**config.mk**
```make
export PLATFORM = sky130hd
export DESIGN_NAME = fp_div_iter
export DESIGN_NICKNAME = d
export VERILOG_FILES = /design/src/rtl/fp_div_iter.sv
export SDC_FILE = /design/constraint.sdc
export NUM_CORES = 1
export LEC_CHECK = 0
export ABC_AREA = 1
export BUFFER_PORTS_ARGS = -buffer_cell sky130_fd_sc_hd__buf_2
export CORE_MARGIN = 2
export CORE_UTILIZATION = 40
export DETAILED_ROUTE_END_ITERATION = 12
export HOLD_SLACK_MARGIN = 0.02
export SETUP_SLACK_MARGIN = 0.05
export SYNTH_ARGS = -nofsm -noshare
export SYNTH_HDL_FRONTEND = slang
export SYNTH_SLANG_ARGS = --single-unit
```
**constraint.sdc**
```tcl
create_clock -name clk -period 2.51 [get_ports clk]
set_input_delay 0.251 -clock clk [delete_from_list [all_inputs] [get_ports clk]]
set_output_delay 0.251 -clock clk [all_outputs]
set_load 0.02 [all_outputs]
```
**src/rtl/fp_div_iter.sv**
```systemverilog
module fp_div_iter #(
  parameter int MW = 16,
  parameter int EW = 10
) (
  input  logic          clk,
  input  logic          rst_n,
  input  logic          start,
  input  logic [2:0]    a_cls,
  input  logic          a_sgn,
  input  logic [EW-1:0] a_exp,
  input  logic [MW-1:0] a_man,
  input  logic [2:0]    b_cls,
  input  logic          b_sgn,
  input  logic [EW-1:0] b_exp,
  input  logic [MW-1:0] b_man,
  output logic          done,
  output logic [2:0]    q_cls,
  output logic          q_sgn,
  output logic [EW-1:0] q_exp,
  output logic [MW-1:0] q_man,
  output logic          q_sticky,
  output logic [3:0]    q_flags
);
  localparam logic [2:0] CZ = 3'd0, CN = 3'd1, CI = 3'd2, CQ = 3'd3, CS = 3'd4;
  localparam int CW = $clog2(MW);

  logic          busy, init, sg;
  logic [CW-1:0] cnt, idx;
  logic [MW-1:0] x, y, quo;
  logic [MW:0]   rem, d1, d2, rn;
  logic [MW+1:0] ds;
  logic [EW-1:0] ex;

  assign d1  = {1'b0, x} - {1'b0, y};
  assign d2  = {x, 1'b0} - {1'b0, y};
  assign ds  = {rem, 1'b0} - {2'b0, y};
  assign rn  = ds[MW+1] ? {rem[MW-1:0], 1'b0} : ds[MW:0];
  assign idx = cnt - 1'b1;

  logic          both_norm, a_nan, b_nan, sx;
  logic [2:0]    s_cls;
  logic          s_sgn;
  logic [EW-1:0] s_exp;
  logic [MW-1:0] s_man;
  logic [3:0]    s_flg;

  assign both_norm = (a_cls == CN) && (b_cls == CN);
  assign a_nan = (a_cls == CQ) || (a_cls == CS);
  assign b_nan = (b_cls == CQ) || (b_cls == CS);
  assign sx    = a_sgn ^ b_sgn;

  always_comb begin
    s_cls = CZ; s_sgn = sx; s_exp = '0; s_man = '0; s_flg = '0;
    if (a_nan || b_nan) begin
      s_flg[0] = (a_cls == CS) || (b_cls == CS);
      if ((b_cls == CS) || (a_cls != CS && b_nan)) begin
        s_cls = b_cls; s_sgn = b_sgn; s_exp = b_exp; s_man = b_man;
      end else begin
        s_cls = a_cls; s_sgn = a_sgn; s_exp = a_exp; s_man = a_man;
      end
    end else if (a_cls == CI) begin
      if (b_cls == CI) begin s_cls = CQ; s_sgn = 1'b0; s_flg[1] = 1'b1; end
      else s_cls = CI;
    end else if (a_cls == CZ) begin
      if (b_cls == CZ) begin s_cls = CQ; s_sgn = 1'b0; s_flg[2] = 1'b1; end
      else s_cls = CZ;
    end else if (b_cls == CI) begin
      s_cls = CZ;
    end else if (b_cls == CZ) begin
      s_cls = CI; s_flg[3] = 1'b1;
    end
  end

  always_ff @(posedge clk) begin
    if (!rst_n) begin
      busy <= 1'b0; init <= 1'b0; sg <= 1'b0; cnt <= '0;
      x <= '0; y <= '0; quo <= '0; rem <= '0; ex <= '0;
      done <= 1'b0; q_cls <= CZ; q_sgn <= 1'b0; q_exp <= '0;
      q_man <= '0; q_sticky <= 1'b0; q_flags <= '0;
    end else begin
      done <= 1'b0;
      if (!busy && start) begin
        if (both_norm) begin
          busy <= 1'b1; init <= 1'b1;
          x <= a_man; y <= b_man; sg <= sx; ex <= a_exp - b_exp;
        end else begin
          done <= 1'b1; q_cls <= s_cls; q_sgn <= s_sgn; q_exp <= s_exp;
          q_man <= s_man; q_sticky <= 1'b0; q_flags <= s_flg;
        end
      end else if (busy) begin
        if (init) begin
          init <= 1'b0;
          cnt  <= CW'(MW - 1);
          quo  <= {1'b1, {(MW-1){1'b0}}};
          if (!d1[MW]) rem <= d1;
          else begin rem <= d2; ex <= ex - EW'(1); end
        end else begin
          quo[idx] <= !ds[MW+1];
          rem <= rn;
          cnt <= idx;
          if (cnt == CW'(1)) begin
            busy <= 1'b0; done <= 1'b1;
            q_cls <= CN; q_sgn <= sg; q_exp <= ex;
            q_man <= {quo[MW-1:1], !ds[MW+1]};
            q_sticky <= |rn; q_flags <= '0;
          end
        end
      end
    end
  end
endmodule

```
After elaboration in Yosys (flattened, before gate mapping):

Index checks and enable logic that the tools add are counted.

* add/sub/neg operators: 6
* order comparisons: 2
* muxes and demuxes: 82
* eq/ne operators: 13
* reduce and logical (&&, ||, !) cells: 23
* bitwise gates (word level): 2

Operators with widths (count)
* 2-to-1 mux 16 bit: 8
* 2-to-1 mux 10 bit: 12
* 2-to-1 mux 17 bit: 3
* 2-to-1 mux 1 bit: 37
* 2-to-1 mux 3 bit: 9
* 2-to-1 mux 4 bit: 6
* subtractor 18 x 16 -> 18 bit: 1
* OR reduction 17 bit: 1
* subtractor 16 x 16 -> 17 bit: 1
* subtractor 17 x 16 -> 17 bit: 1
* bitwise mux 16 bit: 1
* == test 3 x 2 -> 1 bit (second input constant): 4
* 2-to-1 mux 2 bit: 5
* subtractor 10 x 1 -> 10 bit (second input constant): 1
* subtractor 10 bit: 1
* AND reduction 4 bit: 2
* nonzero test 2 bit: 4
* == test 3 x 1 -> 1 bit (second input constant): 2
* == test 3 bit (second input constant): 2
* zero test 3 bit: 2
* AND reduction 2 bit: 3
* logical OR 1 bit: 5
* < comparator 4 x 5 -> 1 bit (second input constant): 1
* demux 1 bit (select 4 bit): 1
* 10 further kinds: 15

* bits in registers: 118
* word-level logic and storage cells: 144

Logic depth before layout (Yosys ltp):

* depth after elaboration: 8
* depth in mapped cells: 21
* depth with buffers taken out: 20

Worst setup path before layout:

No wires, ideal clock.

* kind: reg-to-reg
* from: register x[0]
* to: register rem[15]
* library setup time: 110 ps
* required time: 2400 ps
* buffers on the path: 2
* clock period less this slack: 2399 ps
* data arrival time: 2289 ps
* stages on the path, launching flop included: 18
* path slack: 111 ps
* cells stage by stage: dfxtp_1 > inv_1 > ha_1 > fa_1 > inv_1 > nand3_1 > nand2_1 > a21oi_1 > o21ai_2 > nand3_1 > nand2_1 > buf_4 > inv_2 > buf_4 > o211ai_1 > nand3_1 > nand2_1 > inv_1

* cells in the longest elaborated chain, start to end: 3

RTL lines
* start, declared: line 29 `logic [MW-1:0] x, y, quo;`
* start signal, assigned: line 77 `x <= '0; y <= '0; quo <= '0; rem <= '0; ex <= '0;`
* start signal, assigned: line 85 `x <= a_man; y <= b_man; sg <= sx; ex <= a_exp - b_exp;`
* subtractor 17 x 16 -> 17 bit or subtractor 16 x 16 -> 17 bit (tied branches): line 35, 34
* 2-to-1 mux 17 bit *: line 95 `if (!d1[MW]) rem <= d1;`
* 2-to-1 mux 17 bit *: line 91 `if (init) begin`
* end signal, assigned: line 99 `rem <= rn;`
* end, declared: line 30 `logic [MW:0] rem, d1, d2, rn;`

Every way passes the cells marked *; elsewhere a longest branch is shown, timed or not.
A chain may end at the register's enable or synchronous reset.

Final worst setup path:

* from: register x[0]
* to: register ex[6]

* cells in the longest elaborated chain, start to end: 3

RTL lines
* subtractor 16 x 16 -> 17 bit: line 34 `assign d1 = {1'b0, x} - {1'b0, y};`
* nonzero test 2 bit (no line)
* AND reduction 4 bit (no line)
* end signal, assigned: line 77
* end signal, assigned: line 85
* end signal, assigned: line 96 `else begin rem <= d2; ex <= ex - EW'(1); end`
* end, declared: line 32 `logic [EW-1:0] ex;`

No other way between the ends.

==> results.txt <==
- Number of failing hold endpoints at the final stage: 0
- CTS HTree Levels: 4
* DIE HEIGHT: 150 um
- The tightest min-delay check is of the in2reg type.
- Dominant cells by area after synthesis: dfxtp_1, nand2_1, a21oi_1
- Register area share after synthesis: 0.276
- Weighted congestion reported at the end of routability-driven placement: ~0.86
* Capture endpoint of the worst hold path: x[3]
* Cts bufs inserted: 17
- Clock-pin slew on the worst setup and hold paths: about 0.06 ns
- Max-cap violation count: 0
- Leakage power summed over all cells: just over 5 nW
- In the post-synthesis netlist, the cell with the most instances is nand2_1.
* Critical hold path startpoint: a_man[3]
* Global Route Usage Sum: 0.234
- Detailed Route WL: 26.3 mm
* Clock tree root buffer cell: clkbuf_16
* Peak fanout along the critical path: 6
* Routed length per instance: approximately 15 um
- In the routed layout, each cell is associated on average with a via count of a little over 5.
* Worst slew pin tran: approximately 0.78 ns
* Number of cells on the worst reg-to-reg path: 15
* Slack of the worst reg-to-reg path: 0.12 ns
* Kind of critical path: reg2reg
* Net count of the finished layout: between 1500 and 2000
* Post-place setup slack: -0.0596 ns
* Most used flip-flop cell after synthesis: dfxtp_1
- Dividing total power by cell area gives a power density of 502 nW/um2.
* Total global routing overflow: 0
- In the routed design, unresolved DRC markers number 0.
- Counting distinct cell types in the post-synthesis netlist gives between 40 and 50.
* Maximum clock frequency: roughly 420 MHz
- After synthesis, the most frequently instantiated cells are nand2_1, a21oi_1, inv_1, dfxtp_1, o21ai_0.
- I/O pins: ~100
- Maximum number of pins on one net before global-route repair: 44
* First-pass GRT wire length: between 40 and 50 mm
- Number of rows in the core area: 53
- Critical register-to-register path endpoint: ex[6]
- Required time reported for the critical path endpoint: between 2 and 3 ns
- CP Data Arrival Time: 2.74 ns
- Crit-path cells: inv_2, ha_4, fa_2, inv_2, nand3_2, nand2_2, a21oi_4, o21ai_2, nand3_1, nand2_2, nor2_1, inv_1, nand2_2, buf_2, a211oi_1
- Number of antenna violations at the first check in global routing: 1
- Die X: 150 um
* Cell type with the largest total area after synthesis: dfxtp_1
* Period utilisation layout: 0.953
* Post-Syn Area: 8500 um2
- After synthesis, the mean cell area works out to roughly 6.4 um2.
- Worst path slowest cell: fa_2
- Starting utilization of the core area: 0.406
- After technology mapping, the gate count stands at 1320.
- Counting every net in the synthesized netlist gives between 1000 and 1500.
* Startpoint class of the critical path: flip-flop
* Via count of the first global-routing pass: about 8400
- Among the stages of the critical path, the cell type that occurs most often is nand2_2.
- PnR worst setup slack: 0.118 ns
- Area Overhead vs Synth: 24.6%
* Area of the core region: about 21000 um2
- Clock sink count: between 100 and 150
- Setup violations remaining at the end of the flow were counted as 0.
- Final core utilization: 0.505
- Fin Clk Skew: about 0.0095 ns
* Number of buffers inserted by port buffering: around 100
- Synthesis Warnings: 0
- Count of flip-flops with a built-in enable after synthesis: 0
* Proportion of layout cells with a drive suffix above 1: 0.202
- Clock latency at the later pin of the worst-skew pair: between 0.4 and 0.5 ns
* Critical register-to-register path startpoint: x[0]
- Number of placed cells counting well taps: between 1500 and 2000
* Number of nets still failing antenna checks after routing: 0
* Sort of element at the end of the critical path: flip-flop
- The finished layout holds roughly 1700 standard cells, fillers aside.
* Number of hold buffers added after CTS: 0
- In this run the deepest clock path goes through 2 buffers.
- Outcome: finished clean
- Headroom to the max-slew limit came out at 0.479.
- The number of max-slew violations in the final report was 0.
- Yosys reg bits: approximately 120
- Detailed Routing Iterations Pass 1: 5
* DP Wirelength: about 20 mm
- The worst hold path was traced through 3 stages.
* Unrepaired setup endpoints after global routing: yes
* TritonCTS clock tree: done
- Across all layers, the routed design uses a little under 9000 vias.
- After the first detailed-routing iteration, the DRC count stood at ~430.
- The share of synthesized area in the top cell type comes to 0.276.
- Fraction of registers with async set or reset after synthesis: 0
- Die Outline Area: between 20000 and 25000 um2
- For this run, the slowest stage of the critical path takes roughly 0.40 ns.
- Subtracting the final worst setup slack from the clock period gives roughly 2.4 ns.
- VDD sags by at most 0.431 mV.
## layout by cell type, fill, tap and decap left out, drive strengths merged, types with 62 or more instances in the layout
| master | count |
|---|---|
| nand2 | 356 |
| ha | 62 |
| o21ai | 107 |
| inv | 163 |
| dfxtp | 117 |
| nor2 | 87 |
| nand3 | 84 |
| buf | 160 |
| a21oi | 161 |
## worst max-delay path, delay by kind of cell (launching register included)
family	cells	cell delay (ns)
buffers and inverters	4	0.43
AO/OA/AOI/OAI	3	0.45
adder cells (fa/ha/maj)	2	0.56
AND/OR/NAND/NOR	6	0.54
flip-flops	1	0.33
## area by class of cell
type	instances	area, um2
Antenna cell	1	2.50
Clock buffer	18	439
Clock inverter	14	153
Fill cell	2164	10400
Inverter	162	616
Multi-Input combinational cell	992	5710
Sequential cell	117	2360
Tap cell	275	344
Timing Repair Buffer	160	973
## per-stage QoR
stage	area, um2	TNS [ns]	hold slack (ns)	power (mW)
detailed placement	9470	-0.521	0.454	2.83
global route	10600	-0.0119	0.0874	5.53
floorplan	8500	0	0.399	2.55
CTS	10100	0	0.0665	5.29
global placement	9470	-0.185	0.452	2.82
finish	10600	0	0.0794	5.31
## power by group
part	total [mW]	switching [mW]	internal, mW
clock	2.47	0.974	1.49
sequential	1.92	0.0224	1.90
combinational	0.928	0.585	0.342
total	5.31	1.58	3.73
## cell families after synthesis
family,share of synthesized area
flip-flops,0.276
AO/OA/AOI/OAI,0.217
XOR/XNOR,0.0433
AND/OR/NAND/NOR,0.265
adder cells (fa/ha/maj),0.101
buffers and inverters,0.0982
## sequential cells by signal, indices dropped and copies added, names as in the netlist
register	flops
rem	17
q_man	16
x	16
y	16
quo	15
ex	10
q_exp	10
cnt	4
q_flags	4
q_cls	3
busy	1
done	1
init	1
q_sgn	1
q_sticky	1
sg	1
## what timing repair did
item,in CTS,in global routing
setup endpoints to repair,27,42
buffers inserted,0,13
pin swaps,2,28
gates resized for setup,14,90
gates cloned,0,2
## per-layer routing
layer  part of all wire  track usage  vias to the layer above  wire [um]
li1                   -            -                     4618          -
met1               0.47        0.312                     4060      12500
met2               0.47        0.394                      181      12500
met3              0.038       0.0402                       30        996
met4              0.013       0.0594                        0        346
met5                  0            0                        -          0
## worst max-delay path by stage
stage / start / to / depth (start not counted)
CTS: y[14] / q_sticky / 16
global route: y[5] / q_sticky / 17
detailed placement: y[14] / quo[14] / 11
finish: x[0] / ex[6] / 15
global placement: y[2] / quo[4] / 15
floorplan: x[0] / rem[15] / 17
(Power assumes the default switching activity.)
